==> src/rtl/sha256_pkg.sv <==
// Package: shared sizes, control encoding and SHA-256 bit functions.
// Assumes 32-bit words as fixed by the algorithm; other sizes derive from it.
package sha256_pkg;
    localparam int WORD_W     = 32;
    localparam int BLK_WORDS  = 16;
    localparam int ST_WORDS   = 8;
    localparam int NUM_ROUNDS = 64;
    localparam int RND_W      = $clog2(NUM_ROUNDS);
    localparam int BLOCK_W    = WORD_W * BLK_WORDS;
    localparam int DIGEST_W   = WORD_W * ST_WORDS;

    typedef logic [WORD_W-1:0] word_t;

    typedef enum logic [1:0] {
        CTL_IDLE  = 2'd0,
        CTL_ROUND = 2'd1,
        CTL_FINAL = 2'd2
    } ctl_e;

    function automatic word_t rotr(input word_t x, input int n);
        return (x >> n) | (x << (WORD_W - n));
    endfunction

    function automatic word_t big_sig0(input word_t x);
        return rotr(x, 2) ^ rotr(x, 13) ^ rotr(x, 22);
    endfunction

    function automatic word_t big_sig1(input word_t x);
        return rotr(x, 6) ^ rotr(x, 11) ^ rotr(x, 25);
    endfunction

    function automatic word_t small_sig0(input word_t x);
        return rotr(x, 7) ^ rotr(x, 18) ^ (x >> 3);
    endfunction

    function automatic word_t small_sig1(input word_t x);
        return rotr(x, 17) ^ rotr(x, 19) ^ (x >> 10);
    endfunction

    function automatic word_t pick(input word_t s, input word_t y, input word_t z);
        return (s & y) | (~s & z);
    endfunction

    function automatic word_t vote(input word_t x, input word_t y, input word_t z);
        return (x & y) | (x & z) | (y & z);
    endfunction
endpackage

==> src/rtl/sha256_kconst.sv <==
// Round-constant decoder: maps a round index to its 32-bit constant.
// Pure combinational case logic so no storage array is inferred.
module sha256_kconst
    import sha256_pkg::*;
(
    input  logic [RND_W-1:0] idx,
    output word_t            kval
);
    // Decode the index into the constant.
    always_comb begin
        case (idx)
            6'd0:  kval = 32'h428a2f98;  6'd1:  kval = 32'h71374491;
            6'd2:  kval = 32'hb5c0fbcf;  6'd3:  kval = 32'he9b5dba5;
            6'd4:  kval = 32'h3956c25b;  6'd5:  kval = 32'h59f111f1;
            6'd6:  kval = 32'h923f82a4;  6'd7:  kval = 32'hab1c5ed5;
            6'd8:  kval = 32'hd807aa98;  6'd9:  kval = 32'h12835b01;
            6'd10: kval = 32'h243185be;  6'd11: kval = 32'h550c7dc3;
            6'd12: kval = 32'h72be5d74;  6'd13: kval = 32'h80deb1fe;
            6'd14: kval = 32'h9bdc06a7;  6'd15: kval = 32'hc19bf174;
            6'd16: kval = 32'he49b69c1;  6'd17: kval = 32'hefbe4786;
            6'd18: kval = 32'h0fc19dc6;  6'd19: kval = 32'h240ca1cc;
            6'd20: kval = 32'h2de92c6f;  6'd21: kval = 32'h4a7484aa;
            6'd22: kval = 32'h5cb0a9dc;  6'd23: kval = 32'h76f988da;
            6'd24: kval = 32'h983e5152;  6'd25: kval = 32'ha831c66d;
            6'd26: kval = 32'hb00327c8;  6'd27: kval = 32'hbf597fc7;
            6'd28: kval = 32'hc6e00bf3;  6'd29: kval = 32'hd5a79147;
            6'd30: kval = 32'h06ca6351;  6'd31: kval = 32'h14292967;
            6'd32: kval = 32'h27b70a85;  6'd33: kval = 32'h2e1b2138;
            6'd34: kval = 32'h4d2c6dfc;  6'd35: kval = 32'h53380d13;
            6'd36: kval = 32'h650a7354;  6'd37: kval = 32'h766a0abb;
            6'd38: kval = 32'h81c2c92e;  6'd39: kval = 32'h92722c85;
            6'd40: kval = 32'ha2bfe8a1;  6'd41: kval = 32'ha81a664b;
            6'd42: kval = 32'hc24b8b70;  6'd43: kval = 32'hc76c51a3;
            6'd44: kval = 32'hd192e819;  6'd45: kval = 32'hd6990624;
            6'd46: kval = 32'hf40e3585;  6'd47: kval = 32'h106aa070;
            6'd48: kval = 32'h19a4c116;  6'd49: kval = 32'h1e376c08;
            6'd50: kval = 32'h2748774c;  6'd51: kval = 32'h34b0bcb5;
            6'd52: kval = 32'h391c0cb3;  6'd53: kval = 32'h4ed8aa4a;
            6'd54: kval = 32'h5b9cca4f;  6'd55: kval = 32'h682e6ff3;
            6'd56: kval = 32'h748f82ee;  6'd57: kval = 32'h78a5636f;
            6'd58: kval = 32'h84c87814;  6'd59: kval = 32'h8cc70208;
            6'd60: kval = 32'h90befffa;  6'd61: kval = 32'ha4506ceb;
            6'd62: kval = 32'hbef9a3f7;  default: kval = 32'hc67178f2;
        endcase
    end
endmodule

==> src/rtl/sha256_sched.sv <==
// Message schedule: a 16-word window of flops. The current round's word is
// entry 0. Each step shifts the window down one place and appends a newly
// expanded word at the tail. Assumes load and step are never high together.
module sha256_sched
    import sha256_pkg::*;
(
    input  logic               clk,
    input  logic               rst_n,
    input  logic               load,
    input  logic               step,
    input  logic [BLOCK_W-1:0] block_in,
    output word_t              w_cur
);
    localparam int LAST = BLK_WORDS - 1;

    word_t win     [BLK_WORDS];
    word_t win_nxt [BLK_WORDS];
    word_t w_new;

    // Expand the next schedule word from the window taps.
    assign w_new = win[0] + small_sig0(win[1]) + win[9] + small_sig1(win[14]);
    assign w_cur = win[0];

    // Select the next value of each window entry.
    for (genvar i = 0; i < BLK_WORDS; i++) begin : g_win
        if (i < LAST) begin : g_mid
            assign win_nxt[i] = load ? block_in[BLOCK_W-1-WORD_W*i -: WORD_W]
                              : step ? win[i+1] : win[i];
        end else begin : g_tail
            assign win_nxt[i] = load ? block_in[BLOCK_W-1-WORD_W*i -: WORD_W]
                              : step ? w_new : win[i];
        end
    end

    // Update the window registers.
    always_ff @(posedge clk) begin
        for (int i = 0; i < BLK_WORDS; i++) begin
            if (!rst_n) win[i] <= '0;
            else        win[i] <= win_nxt[i];
        end
    end
endmodule

==> src/rtl/sha256_round.sv <==
// Round datapath: holds the working variables a..h and a precomputed
// addend p. Register p is loaded with h+K[0] at load time and with g+K[t+1]
// in round t. In the next round that g has become h, so each round adds
// p in place of h+K. Assumes k_next carries K[0] during load and K[t+1]
// during round t.
module sha256_round
    import sha256_pkg::*;
(
    input  logic                clk,
    input  logic                rst_n,
    input  logic                load,
    input  logic                step,
    input  logic [DIGEST_W-1:0] seed,
    input  word_t               w_cur,
    input  word_t               k_next,
    output logic [DIGEST_W-1:0] state
);
    word_t va, vb, vc, vd, ve, vf, vg;
    word_t p_q, t1, t2;
    logic [DIGEST_W-1:0] state_nxt;

    assign va = state[DIGEST_W-1-WORD_W*0 -: WORD_W];
    assign vb = state[DIGEST_W-1-WORD_W*1 -: WORD_W];
    assign vc = state[DIGEST_W-1-WORD_W*2 -: WORD_W];
    assign vd = state[DIGEST_W-1-WORD_W*3 -: WORD_W];
    assign ve = state[DIGEST_W-1-WORD_W*4 -: WORD_W];
    assign vf = state[DIGEST_W-1-WORD_W*5 -: WORD_W];
    assign vg = state[DIGEST_W-1-WORD_W*6 -: WORD_W];

    // Compute one round with the early h+K addend.
    always_comb begin
        t1        = pick(ve, vf, vg) + big_sig1(ve) + p_q + w_cur;
        t2        = big_sig0(va) + vote(va, vb, vc);
        state_nxt = {t1 + t2, va, vb, vc, vd + t1, ve, vf, vg};
    end

    // Update the working variables and the addend register.
    always_ff @(posedge clk) begin
        if (!rst_n) begin
            state <= '0;
            p_q   <= '0;
        end else if (load) begin
            state <= seed;
            p_q   <= seed[WORD_W-1:0] + k_next;
        end else if (step) begin
            state <= state_nxt;
            p_q   <= vg + k_next;
        end
    end
endmodule

==> src/rtl/sha256_core.sv <==
// SHA-256 compression core. It accepts a block when idle, runs 64 rounds
// one per cycle, then adds the working variables to the captured chaining
// value and pulses done. While a run is in progress it ignores start and
// the data inputs. Reset is synchronous and active-low.
module sha256_core
    import sha256_pkg::*;
(
    input  logic                clk,
    input  logic                rst_n,
    input  logic                start,
    input  logic [BLOCK_W-1:0]  block_in,
    input  logic [DIGEST_W-1:0] hash_in,
    output logic                done,
    output logic [DIGEST_W-1:0] hash_out
);
    localparam logic [RND_W-1:0] RND_LAST = RND_W'(NUM_ROUNDS - 1);

    ctl_e                ctl;
    logic [RND_W-1:0]    rnd;
    logic [RND_W-1:0]    k_idx;
    logic [DIGEST_W-1:0] chain;
    logic [DIGEST_W-1:0] state;
    logic [DIGEST_W-1:0] digest_sum;
    logic                accept, step;
    word_t               w_cur, k_next;

    assign accept = (ctl == CTL_IDLE) && start;
    assign step   = (ctl == CTL_ROUND);
    assign k_idx  = (ctl == CTL_IDLE) ? '0 : rnd + 1'b1;

    sha256_kconst i_kconst (
        .idx  (k_idx),
        .kval (k_next)
    );

    sha256_sched i_sched (
        .clk      (clk),
        .rst_n    (rst_n),
        .load     (accept),
        .step     (step),
        .block_in (block_in),
        .w_cur    (w_cur)
    );

    sha256_round i_round (
        .clk    (clk),
        .rst_n  (rst_n),
        .load   (accept),
        .step   (step),
        .seed   (hash_in),
        .w_cur  (w_cur),
        .k_next (k_next),
        .state  (state)
    );

    // Add the final working variables to the chaining value, one word at a time.
    for (genvar i = 0; i < ST_WORDS; i++) begin : g_ff
        assign digest_sum[WORD_W*i +: WORD_W] =
            state[WORD_W*i +: WORD_W] + chain[WORD_W*i +: WORD_W];
    end

    // Sequence idle, rounds and the final addition; drive done and the result.
    always_ff @(posedge clk) begin
        if (!rst_n) begin
            ctl      <= CTL_IDLE;
            rnd      <= '0;
            chain    <= '0;
            done     <= 1'b0;
            hash_out <= '0;
        end else begin
            done <= 1'b0;
            case (ctl)
                CTL_IDLE: begin
                    if (start) begin
                        ctl   <= CTL_ROUND;
                        rnd   <= '0;
                        chain <= hash_in;
                    end
                end
                CTL_ROUND: begin
                    rnd <= rnd + 1'b1;
                    if (rnd == RND_LAST) ctl <= CTL_FINAL;
                end
                CTL_FINAL: begin
                    hash_out <= digest_sum;
                    done     <= 1'b1;
                    ctl      <= CTL_IDLE;
                end
                default: ctl <= CTL_IDLE;
            endcase
        end
    end
endmodule

==> config.mk <==
export PLATFORM = sky130hd
export DESIGN_NAME = sha256_core
export DESIGN_NICKNAME = d
export VERILOG_FILES = /design/src/rtl/sha256_pkg.sv /design/src/rtl/sha256_kconst.sv /design/src/rtl/sha256_sched.sv /design/src/rtl/sha256_round.sv /design/src/rtl/sha256_core.sv
export SDC_FILE = /design/constraint.sdc
export NUM_CORES = 2
export LEC_CHECK = 0
export ABC_AREA = 0
export BUFFER_PORTS_ARGS = -buffer_cell sky130_fd_sc_hd__buf_2
export CORE_AREA = 2 2 400 402
export CTS_CLUSTER_DIAMETER = 80
export DETAILED_ROUTE_END_ITERATION = 7
export DIE_AREA = 0 0 402 404
export PLACE_DENSITY = 0.73
export SLEW_MARGIN = 10
export SYNTH_ARGS = -nofsm -noshare
export SYNTH_HDL_FRONTEND = slang
export SYNTH_SLANG_ARGS = --single-unit
==> constraint.sdc <==
create_clock -name clk -period 7.1 [get_ports clk]
set_input_delay 0.355 -clock clk [delete_from_list [all_inputs] [get_ports clk]]
set_output_delay 0.355 -clock clk [all_outputs]
set_load 0.02 [all_outputs]
==> impl_results.md <==
* Chip height at just over 400 um
* Detailed-routing iteration count for the pre-antenna-repair pass at 8
* Fin nets at 13,200
* Status: finished with violations
* Time the worst path needs with I/O delays and setup at ~7 ns
* Total global-route track usage at 42.2%
* Number of buffers and inverters on the critical path at 6
* Number of core rows at 146
* Warning count from the yosys run at 0
* Number of buffers created by CTS at 151
* Worst Tran Pin Value at 1.45 ns
* Crit Path Class: reg -> reg
* Crit path max-delay cell type: fa_1
* Cell total after placement at around 13,000
* Wire length of the first global-routing pass at between 500 and 600 mm
* Fraction of layout instances using a drive strength above 1 at between 10% and 20%
* Die X-Extent at about 400 um
* Highest cell delay on the worst timing path at between 0.5 and 0.6 ns
* Clock Root Buffer: clkbuf_16
* Number of maximum-capacitance constraint violations at 0
* First-iteration detailed-routing DRC count at 9,904
* GR Overflow Total at 0
* Worst slew margin relative to its limit at about 2.7%
* TritonCTS Sinks at ~1,300
* Worst skew pair latency at just over 0.8 ns
* Number of levels in the clock H-tree at 4
* Area inside the core boundary at 158,000 um^2
* Fraction of the core area covered by cells at the end of the flow at ~63%
* Die area at 162,000 um^2
* Kind of path behind the tightest hold check: in -> reg
* Required time at the worst-slack endpoint at a little under 8 ns
* Mapped Nets at ~12,000
* Last weighted congestion value of the routability-driven placer at between 1 and 1.5
* Data arrival at the endpoint of the critical path at roughly 7.7 ns
* Via Count at 85,100
* Worst vdd ir at just over 0.6 mV
* Number of antenna violations at the first check in global routing at 46
* Buffer depth of the longest clock path at 3
* Power per Cell Area at between 400 and 500 nW/um^2
* Synthesized flop and latch total at about 1,300
* Number of endpoints failing setup at the final stage at 0
* Average via count per standard cell at a little over 6
* ANT nets after route at 0
* Area delta synth->final at 26.1%
* Number of distinct library cells after synthesis at 87
* Layout Skew at between 0.05 and 0.06 ns
* Routed WL per cell at roughly 25 um
* Effective utilization at floorplan at between 40% and 50%
* Primary flip-flop cell chosen by synthesis mapping: dfxtp_1
* Post-route fraction of the period consumed by the critical path at slightly below 100%
* RSZ-0062 raised after global routing: true
* Violated checks: DRC
* Async set-or-reset flop fraction in the synthesized netlist at 0%
* Static power due to leakage at 43.9 nW
* Type of element capturing the critical path: flip-flop
* Total I/O pin count at between 1,000 and 1,500
* Post-Syn Instances at just over 10,000
* DRC violations left at 11
* Slew Limit Fails at 0
* Fmax at about 140 MHz
* Largest net degree at the start of global routing at 242
* CTS tree: done
* Port-buffer cells at 1,027
* Kind of start point of the critical path: flip-flop
* Fin. Hold Viols at 0
* Critical path's top delay family: compound AO/OA/AOI/OAI gates
* Fin cells at around 14,000
* Mean Syn Cell Area at around 7.6 um^2
* Sum of negative setup slack at 0 ns
* Maximum fanout encountered on the critical timing path at 3
* Sequential element share of the synthesized area at about 34%
* Number of global-route vias before repair at approximately 81,000
* EDFF count, synth at 0
* Final HPWL from detailed placement at between 200 and 300 mm
* Synth Cell Area at around 80,000 um^2
* Clock transition time at the flip-flop clock pins of the worst setup and hold paths at approximately 0.060 ns
* Total Wirelength at between 300 and 400 mm
## synthesized netlist by cell type (13+ instances only)
cell type	instances	area share, %
nand2b_1	69	0.55
xor2_1	183	2.0
a311oi_1	495	5.5
inv_1	309	1.5
xnor2_1	404	4.5
o21bai_1	48	0.46
clkbuf_1	736	3.5
a21oi_1	986	6.3
and2_1	29	0.23
o221ai_1	15	0.17
and3_1	39	0.31
fa_1	166	4.2
nor3_1	60	0.38
o22ai_1	28	0.22
a211oi_1	80	0.76
ha_1	419	6.7
a21o_1	215	2.1
nor4_1	15	0.12
nand3_1	96	0.61
a31o_2	13	0.14
o21ai_0	433	2.8
a31oi_1	113	0.90
a22oi_1	22	0.21
o211ai_1	43	0.41
or3_1	28	0.22
buf_1	30	0.14
a222oi_1	40	0.51
or2_2	13	0.10
dfxtp_1	1321	34
o31ai_1	22	0.21
o21a_1	49	0.47
nand4_1	22	0.17
nand2_1	2737	13
o31a_1	13	0.14
nor2b_1	50	0.40
mux2_2	23	0.33
nor2_1	792	3.8
## sequential cells by signal (all words and copies together), names as in the netlist
| signal | cells |
|---|---|
| chain | 256 |
| ctl | 2 |
| done | 1 |
| hash_out | 256 |
| i_round.p_q | 32 |
| i_round.state | 256 |
| i_sched.win | 512 |
| rnd | 6 |
## power by group
group	internal, mW	total, mW	switching, mW	leakage [nW]
sequential	8.09	8.99	0.905	10.9
clock	4.67	8.17	3.50	2.53
combinational	11.4	27.1	15.7	30.5
total	24.1	44.3	20.1	43.9
## routing by layer
layer  part of all wire, %  track usage [%]
met1                    37             51.6
met2                    44             65.6
met3                   9.8             7.65
met4                   9.2             33.1
met5                 0.030                0
## what timing repair did
action                                  4_1_cts  5_1_grt
setup buffers                                 3        7
endpoints found under the setup margin       11       17
gates resized for setup                      18       75
hold buffers                                724        0
pin swaps                                     5       37
hold endpoints to repair                    908        0
gates cloned                                  0        0
## per-stage QoR
step           area, um^2  setup WS (ns)  hold slack, ns  power [mW]
5_1_grt             99100         -0.175         0.00229        46.5
6_report            99200         0.0928          0.0206        44.3
4_1_cts             98700       0.000233         0.00304        42.5
3_5_place_dp        86200         -0.546           0.441        33.8
3_3_place_gp        86200         -0.677           0.431        33.5
2_1_floorplan       78700          0.132           0.432        24.9
## worst paths after layout
check,slack (ns),cells past startpoint,start,end
max,0.09,34,i_round.state[122],i_round.state[246]
min,0.02,4,block_in[30],i_sched.win[15][30]
max reg2reg,0.09,34,i_round.state[122],i_round.state[246]
min reg2reg,0.45,2,hash_out[107],hash_out[107]
## cells by family (layout without fill, tap and decap cells)
| kind of cell | count (synthesis) | in the layout | synth area share [%] |
|---|---|---|---|
| simple gates | 3978 | 3978 | 20.2 |
| compound gates | 2769 | 2769 | 23.0 |
| flops | 1321 | 1321 | 33.6 |
| buf+inv | 1079 | 2667 | 5.15 |
| xor+xnor | 589 | 589 | 6.59 |
| fa+ha+maj | 588 | 588 | 10.9 |
| mux | 33 | 33 | 0.457 |
| other cells | 0 | 35 | 0 |
## worst reg2reg max path, delay by kind of cell (launching register included)
kind                     cells  cell delay (ns)
flip-flops                   1             0.36
adder cells (fa/ha/maj)      6             2.28
XOR/XNOR                     4             0.87
buffers and inverters        6             0.44
AO/OA/AOI/OAI               13             2.41
AND/OR/NAND/NOR              5             0.48
## cells in the final DEF, fill, tap and decap left out, types with 31 or more instances in the layout
cell,instances
clkbuf_8,31
xor2_1,180
nand3_1,96
clkbuf_16,151
a21oi_1,975
o21bai_1,48
a211oi_1,79
dlygate4sd3_1,724
a21o_1,215
nand2_1,2734
o21ai_0,421
and3_1,38
dfxtp_1,1318
a311oi_1,495
o211ai_1,43
a31oi_1,110
buf_2,1026
ha_1,413
a222oi_1,40
xnor2_1,394
fa_1,165
nor2_1,787
nor2b_1,46
o21a_1,49
inv_1,304
diode_2,35
nor3_1,59
buf_4,310
nand2b_1,68
## area by class of cell
class	instances	area, um^2
Sequential cell	1321	26500
Clock inverter	67	847
Multi-Input combinational cell	7957	48600
Antenna cell	35	87.6
Timing Repair Buffer	2078	15100
Inverter	313	1180
Fill cell	13700	58700
Tap cell	2072	2590
Clock buffer	209	4310
(Power assumes the default switching activity.)
